==> src/rtl/drm_pkg.sv <==
package drm_pkg;

    typedef enum logic [2:0] {
        ST_IDLE,
        ST_PRE,
        ST_AREF,
        ST_RFC,
        ST_SRE,
        ST_SELF,
        ST_XS
    } seq_st_e;

    typedef struct packed {
        logic cs_n;
        logic ras_n;
        logic cas_n;
        logic we_n;
    } ddr_cmd_t;

    localparam ddr_cmd_t CMD_DESEL = '{cs_n: 1'b1, ras_n: 1'b1, cas_n: 1'b1, we_n: 1'b1};
    localparam ddr_cmd_t CMD_REF   = '{cs_n: 1'b0, ras_n: 1'b0, cas_n: 1'b0, we_n: 1'b1};

endpackage

==> src/rtl/refi_timer.sv <==
module refi_timer #(
    parameter int REFI_CYC = 1950
) (
    input  logic clk_i,
    input  logic rst_ni,
    input  logic freeze_i,
    output logic tick_o
);
    localparam int TW = $clog2(REFI_CYC + 1);
    localparam logic [TW-1:0] LAST = TW'(REFI_CYC - 1);

    typedef struct packed {
        logic [TW-1:0] cnt;
    } tmr_t;

    tmr_t tmr_d, tmr_q;

    always_comb begin
        tmr_d  = tmr_q;
        tick_o = 1'b0;
        if (freeze_i) begin
            tmr_d.cnt = '0;
        end else if (tmr_q.cnt == LAST) begin
            tmr_d.cnt = '0;
            tick_o    = 1'b1;
        end else begin
            tmr_d.cnt = tmr_q.cnt + 1'b1;
        end
    end

    always_ff @(posedge clk_i or negedge rst_ni) begin
        if (!rst_ni) tmr_q <= '0;
        else         tmr_q <= tmr_d;
    end
endmodule

==> src/rtl/debt_ctr.sv <==
module debt_ctr #(
    parameter int DEBT_MAX = 8,
    localparam int PW = $clog2(DEBT_MAX + 1)
) (
    input  logic          clk_i,
    input  logic          rst_ni,
    input  logic          tick_i,
    input  logic          dec_i,
    input  logic          clr_i,
    output logic [PW-1:0] pend_o,
    output logic          full_o
);
    localparam logic [PW-1:0] TOP = PW'(DEBT_MAX);

    typedef struct packed {
        logic [PW-1:0] cnt;
    } debt_t;

    debt_t debt_d, debt_q;

    always_comb begin
        debt_d = debt_q;
        if (clr_i) begin
            debt_d.cnt = '0;
        end else begin
            unique case ({tick_i, dec_i})
                2'b10: if (debt_q.cnt != TOP) debt_d.cnt = debt_q.cnt + 1'b1;
                2'b01: if (debt_q.cnt != '0)  debt_d.cnt = debt_q.cnt - 1'b1;
                default: debt_d.cnt = debt_q.cnt;
            endcase
        end
    end

    always_ff @(posedge clk_i or negedge rst_ni) begin
        if (!rst_ni) debt_q <= '0;
        else         debt_q <= debt_d;
    end

    assign pend_o = debt_q.cnt;
    assign full_o = (debt_q.cnt == TOP);
endmodule

==> src/rtl/ref_seq.sv <==
module ref_seq
    import drm_pkg::*;
#(
    parameter int RP_CYC   = 5,
    parameter int RFC_CYC  = 19,
    parameter int XSNR_CYC = 19,
    parameter int XSRD_CYC = 200
) (
    input  logic     clk_i,
    input  logic     rst_ni,
    input  logic     pend_nz_i,
    input  logic     sr_req_i,
    input  logic     gnt_i,
    output logic     pre_req_o,
    output logic     stall_o,
    output logic     rd_stall_o,
    output logic     freeze_o,
    output logic     issue_ref_o,
    output logic     issue_sre_o,
    output logic     cke_o,
    output ddr_cmd_t cmd_o
);
    localparam int M1   = (RP_CYC > RFC_CYC) ? RP_CYC : RFC_CYC;
    localparam int MAXC = (M1 > XSRD_CYC) ? M1 : XSRD_CYC;
    localparam int CW   = $clog2(MAXC + 1);
    localparam logic [CW-1:0] RP_END   = CW'(RP_CYC - 1);
    localparam logic [CW-1:0] RFC_END  = CW'(RFC_CYC - 2);
    localparam logic [CW-1:0] XSNR_LIM = CW'(XSNR_CYC);
    localparam logic [CW-1:0] XSRD_END = CW'(XSRD_CYC - 1);

    typedef struct packed {
        seq_st_e       st;
        logic [CW-1:0] cnt;
        logic          to_sr;
    } seq_t;

    seq_t seq_d, seq_q;

    assign pre_req_o = (seq_q.st == ST_IDLE) && (pend_nz_i || sr_req_i);

    always_comb begin
        seq_d = seq_q;
        unique case (seq_q.st)
            ST_IDLE: begin
                if (pre_req_o && gnt_i) begin
                    seq_d.st    = ST_PRE;
                    seq_d.cnt   = '0;
                    seq_d.to_sr = sr_req_i;
                end
            end
            ST_PRE: begin
                if (seq_q.cnt == RP_END) begin
                    seq_d.st  = seq_q.to_sr ? ST_SRE : ST_AREF;
                    seq_d.cnt = '0;
                end else begin
                    seq_d.cnt = seq_q.cnt + 1'b1;
                end
            end
            ST_AREF: begin
                seq_d.st  = ST_RFC;
                seq_d.cnt = '0;
            end
            ST_RFC: begin
                if (seq_q.cnt == RFC_END) seq_d.st  = ST_IDLE;
                else                      seq_d.cnt = seq_q.cnt + 1'b1;
            end
            ST_SRE: begin
                seq_d.st = ST_SELF;
            end
            ST_SELF: begin
                if (!sr_req_i) begin
                    seq_d.st  = ST_XS;
                    seq_d.cnt = '0;
                end
            end
            ST_XS: begin
                if (seq_q.cnt == XSRD_END) seq_d.st  = ST_IDLE;
                else                       seq_d.cnt = seq_q.cnt + 1'b1;
            end
            default: seq_d.st = ST_IDLE;
        endcase
    end

    always_ff @(posedge clk_i or negedge rst_ni) begin
        if (!rst_ni) seq_q <= '{st: ST_IDLE, cnt: '0, to_sr: 1'b0};
        else         seq_q <= seq_d;
    end

    assign issue_ref_o = (seq_q.st == ST_AREF);
    assign issue_sre_o = (seq_q.st == ST_SRE);
    assign freeze_o    = (seq_q.st == ST_SRE) || (seq_q.st == ST_SELF);
    assign cke_o       = !freeze_o;
    assign cmd_o       = (issue_ref_o || issue_sre_o) ? CMD_REF : CMD_DESEL;
    assign rd_stall_o  = (seq_q.st != ST_IDLE);
    assign stall_o     = rd_stall_o && !((seq_q.st == ST_XS) && (seq_q.cnt >= XSNR_LIM));
endmodule

==> src/rtl/dram_refresh_mgr.sv <==
module dram_refresh_mgr
    import drm_pkg::*;
#(
    parameter int REFI_CYC = 1950,
    parameter int RFC_CYC  = 19,
    parameter int RP_CYC   = 5,
    parameter int XSNR_CYC = 19,
    parameter int XSRD_CYC = 200,
    parameter int DEBT_MAX = 8
) (
    input  logic                          clk_i,
    input  logic                          rst_ni,
    input  logic                          sr_req_i,
    input  logic                          pre_gnt_i,
    output logic                          pre_req_o,
    output logic                          urgent_o,
    output logic [$clog2(DEBT_MAX+1)-1:0] pend_o,
    output logic                          stall_o,
    output logic                          rd_stall_o,
    output logic                          cmd_v_o,
    output logic                          cke_o,
    output logic                          cs_n_o,
    output logic                          ras_n_o,
    output logic                          cas_n_o,
    output logic                          we_n_o
);
    logic     tick;
    logic     freeze;
    logic     issue_ref;
    logic     issue_sre;
    ddr_cmd_t cmd;

    refi_timer #(.REFI_CYC(REFI_CYC)) u_timer (
        .clk_i    (clk_i),
        .rst_ni   (rst_ni),
        .freeze_i (freeze),
        .tick_o   (tick)
    );

    debt_ctr #(.DEBT_MAX(DEBT_MAX)) u_debt (
        .clk_i  (clk_i),
        .rst_ni (rst_ni),
        .tick_i (tick),
        .dec_i  (issue_ref),
        .clr_i  (issue_sre),
        .pend_o (pend_o),
        .full_o (urgent_o)
    );

    ref_seq #(
        .RP_CYC   (RP_CYC),
        .RFC_CYC  (RFC_CYC),
        .XSNR_CYC (XSNR_CYC),
        .XSRD_CYC (XSRD_CYC)
    ) u_seq (
        .clk_i       (clk_i),
        .rst_ni      (rst_ni),
        .pend_nz_i   (pend_o != '0),
        .sr_req_i    (sr_req_i),
        .gnt_i       (pre_gnt_i),
        .pre_req_o   (pre_req_o),
        .stall_o     (stall_o),
        .rd_stall_o  (rd_stall_o),
        .freeze_o    (freeze),
        .issue_ref_o (issue_ref),
        .issue_sre_o (issue_sre),
        .cke_o       (cke_o),
        .cmd_o       (cmd)
    );

    assign cmd_v_o = issue_ref || issue_sre;
    assign {cs_n_o, ras_n_o, cas_n_o, we_n_o} = cmd;
endmodule

==> config.mk <==
export PLATFORM = sky130hd
export DESIGN_NAME = dram_refresh_mgr
export DESIGN_NICKNAME = d
export VERILOG_FILES = /design/src/rtl/drm_pkg.sv /design/src/rtl/refi_timer.sv /design/src/rtl/debt_ctr.sv /design/src/rtl/ref_seq.sv /design/src/rtl/dram_refresh_mgr.sv
export SDC_FILE = /design/constraint.sdc
export NUM_CORES = 1
export LEC_CHECK = 0
export ABC_CLOCK_PERIOD_IN_PS = 2300
export CAP_MARGIN = 20
export CELL_PAD_IN_SITES_DETAIL_PLACEMENT = 2
export CELL_PAD_IN_SITES_GLOBAL_PLACEMENT = 2
export CORE_AREA = 2 2 82 84
export DETAILED_ROUTE_END_ITERATION = 7
export DIE_AREA = 0 0 84 86
export GPL_ROUTABILITY_DRIVEN = 0
export PLACE_DENSITY_LB_ADDON = 0.15
export SETUP_SLACK_MARGIN = 0.05
export SLEW_MARGIN = 20
export SYNTH_ARGS = -nofsm -noshare
export SYNTH_HDL_FRONTEND = slang
export SYNTH_SLANG_ARGS = --single-unit
export TNS_END_PERCENT = 5
==> constraint.sdc <==
create_clock -name clk_i -period 2.3 [get_ports clk_i]
set_input_delay 0.575 -clock clk_i [delete_from_list [all_inputs] [get_ports clk_i]]
set_output_delay 0.575 -clock clk_i [all_outputs]
set_load 0.02 [all_outputs]
# Word level (Yosys, flattened, before mapping)

Index checks and enable logic that the tools add are counted.

Register bits: 27
Bits of input ports: 4
Output and inout bits: 14
Logic and storage cells: 71

Add/subtract/negate cells: 4
Magnitude comparators: 1
Eq/ne operators: 23
Multiplexer cells: 20
Reductions and logical operators: 18

Operator list:

| kind                                                | number |
|---|---|
| case mux 8 bit (6 select lines)                     | 1 |
| two-way mux 11 bit                                  | 3 |
| two-way mux 8 bit                                   | 3 |
| case mux 3 bit (7 select lines)                     | 1 |
| two-way mux 4 bit                                   | 4 |
| two-way mux 12 bit                                  | 1 |
| two-way mux 3 bit                                   | 4 |
| adder 11 x 1 -> 11 bit, second input constant       | 1 |
| equality test 11 bit, second input constant         | 1 |
| AND reduction 5 bit                                 | 2 |
| equality test 3 bit, second input constant          | 3 |
| adder 8 x 1 -> 8 bit, second input constant         | 1 |
| equality test 8 x 3 -> 1 bit, second input constant | 1 |
| equality test 8 x 5 -> 1 bit, second input constant | 1 |
| equality test 8 bit, second input constant          | 1 |
| >= comparator 8 x 5 -> 1 bit, second input constant | 1 |
| != test 2 bit, second input constant                | 4 |
| case mux 4 bit (2 select lines)                     | 1 |
| equality test 3 x 2 -> 1 bit, second input constant | 2 |
| != test 2 x 1 -> 1 bit, second input constant       | 3 |
| != test 3 x 1 -> 1 bit, second input constant       | 2 |
| nonzero test 3 bit                                  | 2 |
| nonzero test 6 bit                                  | 1 |
| adder 4 x 1 -> 4 bit, second input constant         | 1 |
| other kinds (14)                                    | 21 |

# Logic depth before layout (Yosys ltp)

Depth after elaboration: 6
Depth in mapped cells: 10
Mapped depth without buffers: 10

# Cells and area by module

Synthesis repeated with hierarchy kept, for this count alone.

Cell total of the unflattened synthesis: 208
Area, all modules: 1920.6 um^2

By module, submodules not included:

| module           | times used | cells each | area each (um^2) | sequential area each (um^2) |
|---|---|---|---|---|
| ref_seq          | 1          | 112        | 970.9            | 300.3 |
| refi_timer       | 1          | 56         | 555.5            | 275.3 |
| debt_ctr         | 1          | 38         | 380.4            | 100.1 |
| dram_refresh_mgr | 1          | 2          | 13.8             | 0.0 |

# Worst setup path before layout

OpenSTA, ideal clock, no wires.

Path type: register to output
Start: register u_seq.seq_q[10] in the netlist's numbering
End: output port cs_n_o
Arrival time: 1.723 ns
Data required time: 1.725 ns
Path slack: 0.002 ns
Cell stages (with the launch flop): 7
Buffers on the path: 2
Cells stage by stage: dfrtp_1 buf_2 inv_2 nand2_1 a21oi_1 inv_1 buf_4

Longest elaborated chain between the ends: 3
Elaborated cells between the ends (all ways): 4
Classes of those cells: eq/ne (2); mux (1); reduce/logical (1)

Ends and longest elaborated chain:

| item                                                                       | RTL line                     | text |
|---|---|---|
| from (decl)                                                                | ref_seq.sv:37                | `seq_t seq_d, seq_q;` |
| from (signal assigned)                                                     | ref_seq.sv:85                | `if (!rst_ni) seq_q <= '{st: ST_IDLE, cnt: '0, to_sr: 1'b0};` |
| from (signal assigned)                                                     | ref_seq.sv:86                | `else seq_q <= seq_d;` |
| equality test 3 x 2 -> 1 bit / equality test 3 bit (equally long branches) | ref_seq.sv:89, ref_seq.sv:90 |  |
| logical OR 1 bit (*)                                                       | n/a                          |  |
| net cmd_v_o                                                                | dram_refresh_mgr.sv:20       | `output logic cmd_v_o,` |
| two-way mux 4 bit (*)                                                      | ref_seq.sv:93                | `assign cmd_o = (issue_ref_o \|\| issue_sre_o) ? CMD_REF : CMD_DESEL;` |
| to (decl)                                                                  | dram_refresh_mgr.sv:22       | `output logic cs_n_o,` |

Mark *: on every way through the listed nets, which the timed path passes. The rest lies on a longest branch.

# Worst setup path in the final report

Start: register u_timer.tmr_q[0] in the netlist's numbering
End: register u_debt.debt_q, in the netlist u_debt.pend_o[3]

Longest elaborated chain between the ends: 6
Elaborated cells between the ends (all ways): 11
Classes of those cells: eq/ne (5); mux (4); reduce/logical (2)

Ends and longest elaborated chain:

| item                                                                             | RTL line         | text |
|---|---|---|
| from (decl)                                                                      | refi_timer.sv:16 | `tmr_t tmr_d, tmr_q;` |
| from (signal assigned)                                                           | refi_timer.sv:33 | `else tmr_q <= tmr_d;` |
| equality test 11 bit (*)                                                         | refi_timer.sv:23 | `end else if (tmr_q.cnt == LAST) begin` |
| two-way mux 1 bit (*)                                                            | refi_timer.sv:23 |  |
| two-way mux 1 bit (*)                                                            | refi_timer.sv:21 | `if (freeze_i) begin` |
| equality test 2 x 1 -> 1 bit / equality test 2 bit (equally long branches)       | debt_ctr.sv:26   | `unique case ({tick_i, dec_i})` |
| != test 3 x 1 -> 1 bit (no source line) (tied with other cells)                  | n/a              |  |
| AND reduction 3 bit (no source line) / two-way mux 4 bit (equally long branches) | n/a              |  |
| to (signal assigned)                                                             | debt_ctr.sv:36   | `else debt_q <= debt_d;` |
| to (decl)                                                                        | debt_ctr.sv:19   | `debt_t debt_d, debt_q;` |

Every way passes the cells marked *; elsewhere a longest branch is shown, timed or not.
A chain may end at the register's enable or synchronous reset.

==> flow_summary.yaml <==
die:
  io_pins: 18
  die_area_sq_um: 7224
  initial_utilization_pct: 29.36
  die_x_um: 84
  die_h_um: 86
  core_sq_um: 6277
  rows: 29
sta:
  min_period_ns: 2.192
  hold_ws_ns: 0.5543
  fin_worst_skew_ns: 0.009070
  finalHoldViolations: 0
  period_share_pct: 95.30
  rsz0062_at_grt: "true"
  finalSetupViolCount: 0
  drv_slew: 0
  fmax_ghz: 0.4562
  finalSetupTns_ns: 0
clocking:
  cts_tree: "yes"
  cts_buffers: 3
  cts_hold_buf: 0
  root_buffer: "clkbuf_8"
  h-tree-depth: 1
  cts.sinks: 27
  max-clock-path-buffers: 2
  clk_latency_ns: 0.28
  path_clk_slew_ns: 0.11
min_path:
  holdCritPathClass: "flip-flop to flip-flop"
global_route:
  grt_start_max_net_pins: 28
  grt_usage_pct: 16.14
  grt_pass1_vias: 1828
  grt_first_pass_wirelength_um: 9390
  grt-ovfl-total: 0
  antenna_found_initial: 0
route:
  vias: 1629
  drtIter0Drc: 57
  drc: 0
  ant_nets: 0
  wl_um: 5507
  vias_per_cell: 5.188
  wl_per_cell_um: 17.54
  drtPass1Iterations: 4
worst_setup_path:
  path_class: "flip-flop to flip-flop"
  slowest_delay_ns: 0.40
  required_ns: 2.49
  cp.buffers_inverters: 0
  crit_path_top_delay_cell: "dfrtp_1"
  path_cells: "ha_2, and4bb_2, a31oi_4, ha_4, o21ai_2, nand2b_1, mux2_4, nand2b_4, o32ai_2"
  worstSetupStartpointType: "flip-flop"
  cp_data_arrival_time_ns: 2.38
  cp_top_family: "compound AO/OA/AOI/OAI gates"
  path_max_fanout: 3
  crit_path_end_kind: "flip-flop"
logic_synthesis:
  synthFlopType: "dfrtp_1"
  syn_avg_cell_area_sq_um: 9.403
  syn_area_sq_um: 1843
  synth_nets: 207
  synthArstFlopShare_pct: 100.0
  yosys_warnings: 0
  synth_top_cell_by_area: "dfrtp_1"
  netlist_instances: 196
  seq_area_frac_synth_pct: 36.66
  ys_ff_latch: 27
  synth_edf_count: 0
  synth.area.top_cells: "dfrtp_1 (37%), nor2_1 (5.1%), ha_1 (4.8%)"
  yosysTopAreaCellShare_pct: 36.66
  synth_cell_type_count: 55
placement:
  hpwl_um: 4215
  port_buffers: 16
finish:
  fin_nets: 249
  drive_gt1_share_pct: 25.74
  syn_to_final_growth_pct: 28.17
  antenna_cells: 0
  n_fill_cell: 702
pwr:
  power_density_nw_per_um2: 1382
  ir_drop_v: 0.0005543
  p_leak_nw: 1.087
run:
  maxCapViolations: 0
outcome:
  outcome: "complete, no violations"
[per-layer routing]
layer  GRT usage (%)  wire [um]  vias to the layer above
met5               0          0                        -
met4           3.519         33                        0
met3           2.214         94                        2
met2           29.24       2870                       12
met1           20.52       2509                      824
li1                -          -                      791
[synthesized netlist by cell type, types with 2 or more instances]
library cell  number
a21oi_1            5
o31ai_1            2
buf_4              3
and3_1             6
dfrtp_1           27
nand4_1            2
ha_1               7
nand2_1            9
nor3_1             4
nand2b_1           7
a21o_1             3
buf_2              2
clkbuf_1           4
xor2_1            10
nor2_1            25
nand3_1           13
o21ai_0           10
inv_1              7
o211ai_1           5
a41o_1             2
mux2i_1            2
o221ai_1           2
a31oi_1            2
a32o_1             3
mux2_2             3
nor4b_2            2
[final cells by class]
type | count | area [sq um] | share of cell area (%)
Clock buffer | 3 | 41.29 | 1.748
Clock inverter | 1 | 7.507 | 0.3178
Inverter | 8 | 30.03 | 1.271
Multi-Input combinational cell | 150 | 1130 | 47.83
Sequential cell | 27 | 675.6 | 28.60
Tap cell | 77 | 96.34 | 4.078
Timing Repair Buffer | 48 | 381.6 | 16.15
[stage by stage]
stage	instances	utilization (%)	power (mW)	area, sq um	setup WS (ns)
4_1_cts	312	37.09	3.214	2328	0.07311
3_5_place_dp	308	36.20	2.928	2272	-0.08096
6_report	314	37.63	3.264	2362	0.1081
2_1_floorplan	196	-	2.060	1847	0.07167
3_3_place_gp	308	36.20	2.817	2272	-0.05147
5_1_grt	314	37.63	3.549	2362	0.01209
[tightest hold or removal path, stage by stage (launching register included)]
cell	delay, ns
dfrtp_1	0.38
xor2_1	0.07
nor2_1	0.07
[final timing paths]
path                                  startpoint          endpoint  slack [ns]  depth (start not counted)
worst max-delay path            u_timer.tmr_q[0]  u_debt.pend_o[3]        0.11                          9
worst min-delay path            u_timer.tmr_q[9]  u_timer.tmr_q[9]        0.55                          2
worst max register to register  u_timer.tmr_q[0]  u_debt.pend_o[3]        0.11                          9
worst min register to register  u_timer.tmr_q[9]  u_timer.tmr_q[9]        0.55                          2
max in group asynchronous                 rst_ni    u_seq.seq_q[9]        1.32                          2
min in group asynchronous                 rst_ni    u_seq.seq_q[6]        0.68                          2
[flip-flops by register name, summed over array words and instances (netlist names)]
register       cells
u_timer.tmr_q     11
u_debt.pend_o      4
u_seq.seq_q       12
[power by group]
part	switching [mW]	leakage, nW	internal [mW]	total [mW]
Combinational	1.24	0.713	1.01	2.24
Clock	0.171	0.0217	0.123	0.295
Sequential	0.104	0.353	0.623	0.727
[cells by family after synthesis]
group,count (synthesis),share of synthesized area [%]
muxes,7,4.752
adders and majority gates,7,4.752
xor gates and xnor gates,11,5.227
AOI/OAI and AO/OA,47,21.11
buffers and inverters,19,4.684
other,1,0.2035
DFF,27,36.66
and+or+nand+nor,77,22.61
[repair_timing]
action,4_1_cts,5_1_grt
resized for setup,17,7
endpoints found under the setup margin,10,2
pin swaps,0,3
setup buffers,0,2
[cells in the final DEF (no fill, tap or decap), types with 2 or more instances in the layout]
| master | count |
|---|---|
| o21ai_0 | 9 |
| buf_4 | 32 |
| clkdlybuf4s50_1 | 7 |
| xor2_1 | 10 |
| nand3_1 | 13 |
| dlygate4sd2_1 | 7 |
| mux2i_1 | 2 |
| a32o_1 | 3 |
| and3_1 | 6 |
| nand2b_1 | 6 |
| clkbuf_8 | 3 |
| mux2_2 | 2 |
| nor4b_2 | 2 |
| nor2_1 | 25 |
| buf_2 | 2 |
| a41o_1 | 2 |
| a21oi_1 | 4 |
| nor3_1 | 4 |
| nand2_1 | 9 |
| a21o_1 | 3 |
| inv_1 | 7 |
| ha_1 | 5 |
| nand4_1 | 2 |
| dfrtp_1 | 27 |
| a31oi_1 | 2 |
| o221ai_1 | 2 |
| o211ai_1 | 5 |
(Power assumes the default switching activity.)
